[src/rtl/wcp_pkg.sv]
package wcp_pkg;

    typedef enum logic [1:0] {
        RG_CFG = 2'd0,
        RG_FF  = 2'd1,
        RG_COL = 2'd2,
        RG_CTL = 2'd3
    } region_e;

    localparam int CTL_SEL  = 0;
    localparam int CTL_WILD = 1;

    // Field comparison with don't-care bits
    function automatic logic fld_hit(input logic [15:0] fld,
                                     input logic [15:0] tgt,
                                     input logic [15:0] dc);
        return ((fld ^ tgt) & ~dc) == 16'd0;
    endfunction

endpackage

[src/rtl/wcp_ctrl_regs.sv]
module wcp_ctrl_regs #(
    parameter int ROWS  = 8,
    parameter int FLD_W = 6
) (
    input  logic             clk,
    input  logic             rst_n,
    input  logic             sel_wr,
    input  logic             wild_wr,
    input  logic [ROWS-1:0]  sel_in,
    input  logic [FLD_W-1:0] wild_in,
    output logic [ROWS-1:0]  sel_q,
    output logic [FLD_W-1:0] wild_q
);

    typedef struct packed {
        logic [ROWS-1:0]  sel;
        logic [FLD_W-1:0] wild;
    } ctl_t;

    ctl_t c_d, c_q;

    always_comb begin
        c_d = c_q;
        if (sel_wr)  c_d.sel  = sel_in;
        if (wild_wr) c_d.wild = wild_in;
    end

    always_ff @(posedge clk) begin
        if (!rst_n) c_q <= '0;
        else        c_q <= c_d;
    end

    assign sel_q  = c_q.sel;
    assign wild_q = c_q.wild;

    AST_SEL_LOADS: assert property (@(posedge clk) disable iff (!rst_n)
        sel_wr |=> sel_q == $past(sel_in));
    AST_WILD_HOLDS: assert property (@(posedge clk) disable iff (!rst_n)
        !wild_wr |=> $stable(wild_q));

endmodule

[src/rtl/wcp_decode.sv]
module wcp_decode
    import wcp_pkg::*;
#(
    parameter int ROWS  = 8,
    parameter int COLS  = 8,
    parameter int NB    = 4,
    parameter int FLD_W = 6,
    localparam int CELLS = ROWS * COLS,
    localparam int WORDS = CELLS / NB
) (
    input  logic             clk,
    input  logic             rst_n,
    input  logic             wr_en,
    input  logic [1:0]       region,
    input  logic [FLD_W-1:0] fld,
    input  logic [FLD_W-1:0] wild,
    output logic [WORDS-1:0] cfg_wr_hit,
    output logic [CELLS-1:0] ff_wr_hit,
    output logic [COLS-1:0]  col_wr_hit,
    output logic             sel_wr,
    output logic             wild_wr
);

    logic wr_cfg, wr_ff, wr_col, wr_ctl;

    assign wr_cfg = wr_en && (region == RG_CFG);
    assign wr_ff  = wr_en && (region == RG_FF);
    assign wr_col = wr_en && (region == RG_COL);
    assign wr_ctl = wr_en && (region == RG_CTL);

    for (genvar w = 0; w < WORDS; w++) begin : g_word
        assign cfg_wr_hit[w] = wr_cfg && fld_hit(16'(fld), 16'(w), 16'(wild));
    end

    for (genvar i = 0; i < CELLS; i++) begin : g_cell
        assign ff_wr_hit[i] = wr_ff && fld_hit(16'(fld), 16'(i), 16'(wild));
    end

    for (genvar c = 0; c < COLS; c++) begin : g_col
        assign col_wr_hit[c] = wr_col && fld_hit(16'(fld), 16'(c), 16'(wild));
    end

    // control registers always decode the exact field
    assign sel_wr  = wr_ctl && (fld == FLD_W'(CTL_SEL));
    assign wild_wr = wr_ctl && (fld == FLD_W'(CTL_WILD));

    AST_CFG_SINGLE_WORD: assert property (@(posedge clk) disable iff (!rst_n)
        (wild == '0) |-> $onehot0(cfg_wr_hit));
    AST_FF_BROADCAST_COUNT: assert property (@(posedge clk) disable iff (!rst_n)
        wr_ff |-> ($countones(ff_wr_hit) == (1 << $countones(wild))));

endmodule

[src/rtl/wcp_col_pack.sv]
module wcp_col_pack #(
    parameter int ROWS  = 8,
    parameter int BUS_W = 32
) (
    input  logic [ROWS-1:0]  sel,
    input  logic [ROWS-1:0]  col_bits,
    input  logic [BUS_W-1:0] wdata,
    output logic [BUS_W-1:0] packed_rd,
    output logic [ROWS-1:0]  row_wr
);

    always_comb begin
        int pos;
        pos       = 0;
        packed_rd = '0;
        row_wr    = '0;
        for (int r = 0; r < ROWS; r++) begin
            if (sel[r]) begin
                packed_rd[pos] = col_bits[r];
                row_wr[r]      = wdata[pos];
                pos            = pos + 1;
            end
        end
    end

endmodule

[src/rtl/wild_map_port.sv]
module wild_map_port
    import wcp_pkg::*;
#(
    parameter int ROWS  = 8,
    parameter int COLS  = 8,
    parameter int BUS_W = 32,
    localparam int CELLS  = ROWS * COLS,
    localparam int NB     = BUS_W / 8,
    localparam int WORDS  = CELLS / NB,
    localparam int CELL_W = $clog2(CELLS),
    localparam int WORD_W = (WORDS > 1) ? $clog2(WORDS) : 1,
    localparam int COL_W  = (COLS > 1) ? $clog2(COLS) : 1,
    localparam int FLD_W  = CELL_W,
    localparam int ADDR_W = FLD_W + 2
) (
    input  logic              clk,
    input  logic              rst_n,
    input  logic [ADDR_W-1:0] addr,
    input  logic              wr_en,
    input  logic [BUS_W-1:0]  wdata,
    output logic [BUS_W-1:0]  rdata
);

    if (!(BUS_W == 8 || BUS_W == 16 || BUS_W == 32) || ROWS > BUS_W) begin : g_bad_cfg
        $error("wild_map_port: BUS_W must be 8, 16 or 32 and not below ROWS");
    end

    typedef struct packed {
        logic [CELLS-1:0][7:0] cfg;
        logic [CELLS-1:0]      ff;
        logic [BUS_W-1:0]      rdata;
    } state_t;

    state_t s_d, s_q;

    logic [1:0]       rg;
    logic [FLD_W-1:0] fld;
    logic [ROWS-1:0]  sel_q;
    logic [FLD_W-1:0] wild_q;
    logic [WORDS-1:0] cfg_wr_hit;
    logic [CELLS-1:0] ff_wr_hit;
    logic [COLS-1:0]  col_wr_hit;
    logic             sel_wr, wild_wr;
    logic [ROWS-1:0]  col_rd_bits;
    logic [BUS_W-1:0] col_packed;
    logic [ROWS-1:0]  row_wr;
    logic [COL_W-1:0] col_sel;

    assign rg      = addr[ADDR_W-1 -: 2];
    assign fld     = addr[FLD_W-1:0];
    assign col_sel = fld[COL_W-1:0];

    wcp_decode #(
        .ROWS (ROWS),
        .COLS (COLS),
        .NB   (NB),
        .FLD_W(FLD_W)
    ) i_decode (
        .clk       (clk),
        .rst_n     (rst_n),
        .wr_en     (wr_en),
        .region    (rg),
        .fld       (fld),
        .wild      (wild_q),
        .cfg_wr_hit(cfg_wr_hit),
        .ff_wr_hit (ff_wr_hit),
        .col_wr_hit(col_wr_hit),
        .sel_wr    (sel_wr),
        .wild_wr   (wild_wr)
    );

    wcp_ctrl_regs #(
        .ROWS (ROWS),
        .FLD_W(FLD_W)
    ) i_ctrl (
        .clk    (clk),
        .rst_n  (rst_n),
        .sel_wr (sel_wr),
        .wild_wr(wild_wr),
        .sel_in (wdata[ROWS-1:0]),
        .wild_in(wdata[FLD_W-1:0]),
        .sel_q  (sel_q),
        .wild_q (wild_q)
    );

    // column picked by the read address
    always_comb begin
        for (int r = 0; r < ROWS; r++) begin
            col_rd_bits[r] = s_q.ff[CELL_W'(r * COLS) + CELL_W'(col_sel)];
        end
    end

    wcp_col_pack #(
        .ROWS (ROWS),
        .BUS_W(BUS_W)
    ) i_pack (
        .sel      (sel_q),
        .col_bits (col_rd_bits),
        .wdata    (wdata),
        .packed_rd(col_packed),
        .row_wr   (row_wr)
    );

    always_comb begin
        logic [BUS_W-1:0]  rd;
        logic [CELL_W-1:0] ci;
        s_d = s_q;
        rd  = '0;
        ci  = '0;

        // configuration words, possibly broadcast
        for (int w = 0; w < WORDS; w++) begin
            if (cfg_wr_hit[w]) begin
                for (int k = 0; k < NB; k++) begin
                    s_d.cfg[w * NB + k] = wdata[8 * k +: 8];
                end
            end
        end

        // single flip-flop writes, possibly broadcast
        for (int i = 0; i < CELLS; i++) begin
            if (ff_wr_hit[i]) s_d.ff[i] = wdata[0];
        end

        // column scatter over selected rows
        for (int c = 0; c < COLS; c++) begin
            if (col_wr_hit[c]) begin
                for (int r = 0; r < ROWS; r++) begin
                    if (sel_q[r]) s_d.ff[r * COLS + c] = row_wr[r];
                end
            end
        end

        // exact-address read of the pre-write state
        case (rg)
            RG_CFG: begin
                if (int'(fld) < WORDS) begin
                    for (int k = 0; k < NB; k++) begin
                        ci = CELL_W'(fld[WORD_W-1:0]) * CELL_W'(NB) + CELL_W'(k);
                        rd[8 * k +: 8] = s_q.cfg[ci];
                    end
                end
            end
            RG_FF: begin
                if (int'(fld) < CELLS) rd[0] = s_q.ff[fld];
            end
            RG_COL: begin
                if (int'(fld) < COLS) rd = col_packed;
            end
            default: begin
                if (fld == FLD_W'(CTL_SEL))       rd = BUS_W'(sel_q);
                else if (fld == FLD_W'(CTL_WILD)) rd = BUS_W'(wild_q);
            end
        endcase
        s_d.rdata = rd;
    end

    always_ff @(posedge clk) begin
        if (!rst_n) s_q <= '0;
        else        s_q <= s_d;
    end

    assign rdata = s_q.rdata;

    AST_RD_ONE_CYCLE: assert property (@(posedge clk) disable iff (!rst_n)
        (rg == RG_CTL && fld == FLD_W'(CTL_SEL) && !wr_en) |=> rdata == BUS_W'(sel_q));

    for (genvar w = 0; w < WORDS; w++) begin : g_cfg_chk
        AST_CFG_MISS_KEEPS: assert property (@(posedge clk) disable iff (!rst_n)
            !cfg_wr_hit[w] |=> $stable(s_q.cfg[w * NB +: NB]));
    end

    for (genvar r = 0; r < ROWS; r++) begin : g_row_chk
        for (genvar c = 0; c < COLS; c++) begin : g_col_chk
            AST_UNMAPPED_KEEPS: assert property (@(posedge clk) disable iff (!rst_n)
                (col_wr_hit[c] && !sel_q[r]) |=> s_q.ff[r * COLS + c] == $past(s_q.ff[r * COLS + c]));
        end
    end

endmodule

[config.mk]
export PLATFORM = sky130hd
export DESIGN_NAME = wild_map_port
export DESIGN_NICKNAME = d
export VERILOG_FILES = /design/src/rtl/wcp_pkg.sv /design/src/rtl/wcp_ctrl_regs.sv /design/src/rtl/wcp_decode.sv /design/src/rtl/wcp_col_pack.sv /design/src/rtl/wild_map_port.sv
export SDC_FILE = /design/constraint.sdc
export NUM_CORES = 2
export LEC_CHECK = 0
export ABC_CLOCK_PERIOD_IN_PS = 18200
export BUFFER_PORTS_ARGS = -buffer_cell sky130_fd_sc_hd__buf_2
export CAP_MARGIN = 25
export CELL_PAD_IN_SITES_DETAIL_PLACEMENT = 0
export CELL_PAD_IN_SITES_GLOBAL_PLACEMENT = 1
export CORE_MARGIN = 3
export CORE_UTILIZATION = 35
export CTS_CLUSTER_DIAMETER = 100
export DETAILED_ROUTE_END_ITERATION = 8
export GPL_ROUTABILITY_DRIVEN = 0
export PLACE_DENSITY = 0.63
export SYNTH_ARGS = -nofsm -noshare
export SYNTH_HDL_FRONTEND = slang
export SYNTH_SLANG_ARGS = --single-unit
[constraint.sdc]
create_clock -name clk -period 18.2 [get_ports clk]
set_clock_uncertainty 0.2 [all_clocks]
set_input_delay 2.73 -clock clk [delete_from_list [all_inputs] [get_ports clk]]
set_output_delay 2.73 -clock clk [all_outputs]
set_load 0.01 [all_outputs]
==> impl_metrics.py <==
metrics = {
    "timing": {
        "fmax_mhz": 133,
        "report.final.setup_viol": 0,
        "final.hold.worst_slack_ps": 261,
        "final_hold_viol_count": 0,
        "rsz_0062_raised_after_global_routing": "no",
        "timing.max_slew.rel_slack_pct": 26.4,
        "min_period_ps": 7520,
        "number_of_max_slew_violations_in_the_final_report": 0,
        "setup_total_negative_slack_ps": 0,
        "tightestPinTransition_ps": 1100,
        "final_min_period_over_clock_period_pct": 41.3,
    },
    "die": {
        "top_level_ports": 75,
        "row_count": 109,
        "chipHeight_um": 307,
        "floorplan.die_area_sq_um": 94500,
        "initial_core_util_pct": 35.6,
        "core_area_sq_um": 89200,
        "dieWidth_um": 307,
    },
    "setup_path": {
        "setup.worst_path.end_class": "flip-flop",
        "worstPathArrival_ps": 7830,
        "crit_required_ps": 18510,
        "crit_fanout": 19,
        "critical_path_class": "reg -> reg",
        "critical_path.startpoint_type": "flip-flop",
    },
    "logic_synthesis": {
        "postSynthCellCount": 3697,
        "synth-seq-area-share_pct": 39.2,
        "postSynthNetCount": 3753,
        "synth_edf_count": 0,
        "yosys_cell_types": 86,
        "post_synth.cell_area_avg_sq_um": 8.60,
        "mappedNetlistArea_sq_um": 31800,
        "postSynth.asyncResetShare_pct": 0,
        "synth_area_leaders": "sky130_fd_sc_hd__dfxtp_1 39%, sky130_fd_sc_hd__nand2_1 15%, sky130_fd_sc_hd__mux4_2 13%",
        "yosys_register_bits": 622,
        "synth.largest_area_cell": "sky130_fd_sc_hd__dfxtp_1",
        "synth_warnings": 0,
        "synth_top_flop_cell": "sky130_fd_sc_hd__dfxtp_1",
        "synth_top_cell_area_share_pct": 39.2,
    },
    "finish": {
        "most-common-layout-cells": "1285 x sky130_fd_sc_hd__nand2_1, 622 x sky130_fd_sc_hd__dfxtp_1, 513 x sky130_fd_sc_hd__a21boi_0",
        "share_of_post_route_cells_with_drive_strength_above_1_pct": 13.7,
        "fill_cells": 8947,
        "final_common_cell": "sky130_fd_sc_hd__nand2_1",
        "fin_nets": 3588,
        "postLayoutCoreUtil_pct": 39.5,
        "multiInputGateArea_sq_um": 17800,
        "area_growth_syn_to_layout_pct": 10.9,
        "final_std_cell_area_no_fill_sq_um": 35300,
        "regArea_sq_um": 12500,
    },
    "clocking": {
        "clock_insertion_delay_worst_skew_ps": 620,
        "cts_buffers": 72,
        "cts.repair_timing.setup_buffer_count": 0,
        "holdBufCountCts": 0,
        "cts.repair.resized": 0,
        "clockBufferDepth": 3,
        "h-tree-depth": 3,
        "cts-root-buf": "sky130_fd_sc_hd__clkbuf_16",
        "tritoncts": "done",
        "cts.clk_slew.worst_paths_ps": 60,
        "tritoncts_num_sinks": 622,
    },
    "placement": {
        "port-buffer-count": 74,
        "postPlaceCellArea_sq_um": 32800,
        "place_hpwl_mm": 72.7,
    },
    "global_routing": {
        "grt_overflow": 0,
        "grt_first_pass_wirelength_mm": 176,
        "initial_antenna_violation_count": 5,
        "pin_count_of_the_biggest_net_entering_global_routing": 257,
        "grt_pass1_vias": 25800,
        "groute.usage.overall_pct": 24.8,
    },
    "routing": {
        "antenna_violating_nets_post_route": 0,
        "highest_layer": "met4",
        "drcViolationCount": 0,
        "wl_met1_mm": 52.9,
        "via_per_inst": 5.62,
        "wl_per_cell_um": 25.1,
        "met2_length_mm": 54.1,
        "route.met3.wl_mm": 8.20,
        "detail_route.first_pass.iterations": 7,
        "drt_iter0_drc": 2680,
        "drt-total-wl_mm": 119,
        "routed-via-count": 26700,
    },
    "hold_path": {
        "worstHoldPathType": "reg -> reg",
    },
    "pwr": {
        "ir_worst_vdd_uv": 54.3,
        "powerDensity_nw_per_um2": 83.9,
        "static_leak_nw": 11.3,
    },
    "status": {
        "status": "complete, no violations",
    },
    "job": {
        "timing.max_cap.violations": 0,
    },
}
## cell usage after synthesis, types with 10 or more instances
cell	count
sky130_fd_sc_hd__buf_1	19
sky130_fd_sc_hd__a21oi_1	80
sky130_fd_sc_hd__o221ai_1	41
sky130_fd_sc_hd__nand2_1	1301
sky130_fd_sc_hd__nand3_1	29
sky130_fd_sc_hd__buf_4	36
sky130_fd_sc_hd__nor2_1	91
sky130_fd_sc_hd__mux2i_1	80
sky130_fd_sc_hd__and3_1	19
sky130_fd_sc_hd__inv_1	14
sky130_fd_sc_hd__nand2b_1	10
sky130_fd_sc_hd__o211ai_1	12
sky130_fd_sc_hd__a22oi_1	11
sky130_fd_sc_hd__dfxtp_1	622
sky130_fd_sc_hd__ha_1	12
sky130_fd_sc_hd__o22ai_1	10
sky130_fd_sc_hd__nor2b_1	21
sky130_fd_sc_hd__nor4_1	15
sky130_fd_sc_hd__clkbuf_1	292
sky130_fd_sc_hd__nor3_1	26
sky130_fd_sc_hd__o21ai_0	54
sky130_fd_sc_hd__mux4_2	185
sky130_fd_sc_hd__buf_2	21
sky130_fd_sc_hd__a21boi_0	513
sky130_fd_sc_hd__and2_1	18
sky130_fd_sc_hd__a31oi_1	13
## critical path, cell delays in order, from the launching register on
cell and delay [ps]:
sky130_fd_sc_hd__dfxtp_1 740, sky130_fd_sc_hd__clkinv_1 510, sky130_fd_sc_hd__fa_1 980, sky130_fd_sc_hd__inv_1 200, sky130_fd_sc_hd__ha_1 340, sky130_fd_sc_hd__nand2b_1 170
sky130_fd_sc_hd__o31ai_4 200, sky130_fd_sc_hd__o21ai_0 620, sky130_fd_sc_hd__ha_1 370, sky130_fd_sc_hd__nor2b_1 230, sky130_fd_sc_hd__a211oi_4 50, sky130_fd_sc_hd__buf_4 260
sky130_fd_sc_hd__ha_1 490, sky130_fd_sc_hd__nand2b_1 220, sky130_fd_sc_hd__o22ai_1 230, sky130_fd_sc_hd__a22o_1 290, sky130_fd_sc_hd__a221oi_1 210, sky130_fd_sc_hd__o32ai_1 110
sky130_fd_sc_hd__or4_1 700, sky130_fd_sc_hd__o211a_1 300
## report_power, final
part | leakage (nW) | switching, mW | internal [mW]
sequential | 5.01 | 0.00118 | 1.36
clock | 1.13 | 0.606 | 0.834
combinational | 5.20 | 0.106 | 0.0475
total | 11.3 | 0.713 | 2.24
## final cells by class
cell class                 count  share of cell area, %
sequential                   622                   35.3
tap                         1165                   4.14
clock buffer                 110                   6.12
antenna                        1                0.00710
inverter                      19                  0.202
multi-input combinational   2686                   50.6
timing repair buffer         131                   3.18
clock inverter                14                  0.461
## registers in the layout, indices dropped and copies added, names as in the netlist
signal and count:
rdata 32, s_q 576, i_ctrl.sel_q 8, i_ctrl.wild_q 6
## worst paths after layout
kind | end | from | cells after the start | slack, ps
max | s_q[88] | i_ctrl.sel_q[2] | 19 | 10680
min | s_q[554] | s_q[554] | 2 | 260
max reg2reg | s_q[88] | i_ctrl.sel_q[2] | 19 | 10680
min reg2reg | s_q[554] | s_q[554] | 2 | 260
## cells by family after synthesis
group | count (synthesis) | share of synthesized area [%]
simple gates | 1561 | 19.6
compound gates | 825 | 18.9
flops | 622 | 39.2
buf+inv | 389 | 5.15
mux | 276 | 16.1
fa+ha+maj | 13 | 0.535
xor+xnor | 11 | 0.504
## routing by layer
layer  up-vias  global-route usage, %
met3       209                   4.65
met2       943                   39.7
met1     13200                   34.2
met5         -                      0
met4         0                   7.55
li1      12400                      -
## stage by stage
step	total power, mW	std cells	setup WS (ps)
floorplan	1.49	3697	12180
global placement	1.55	4605	11010
detailed placement	1.55	4619	10820
CTS	2.99	4743	10800
global route	3.05	4748	10260
finish	2.96	4748	10680
Power figures use the tool's default switching activity.
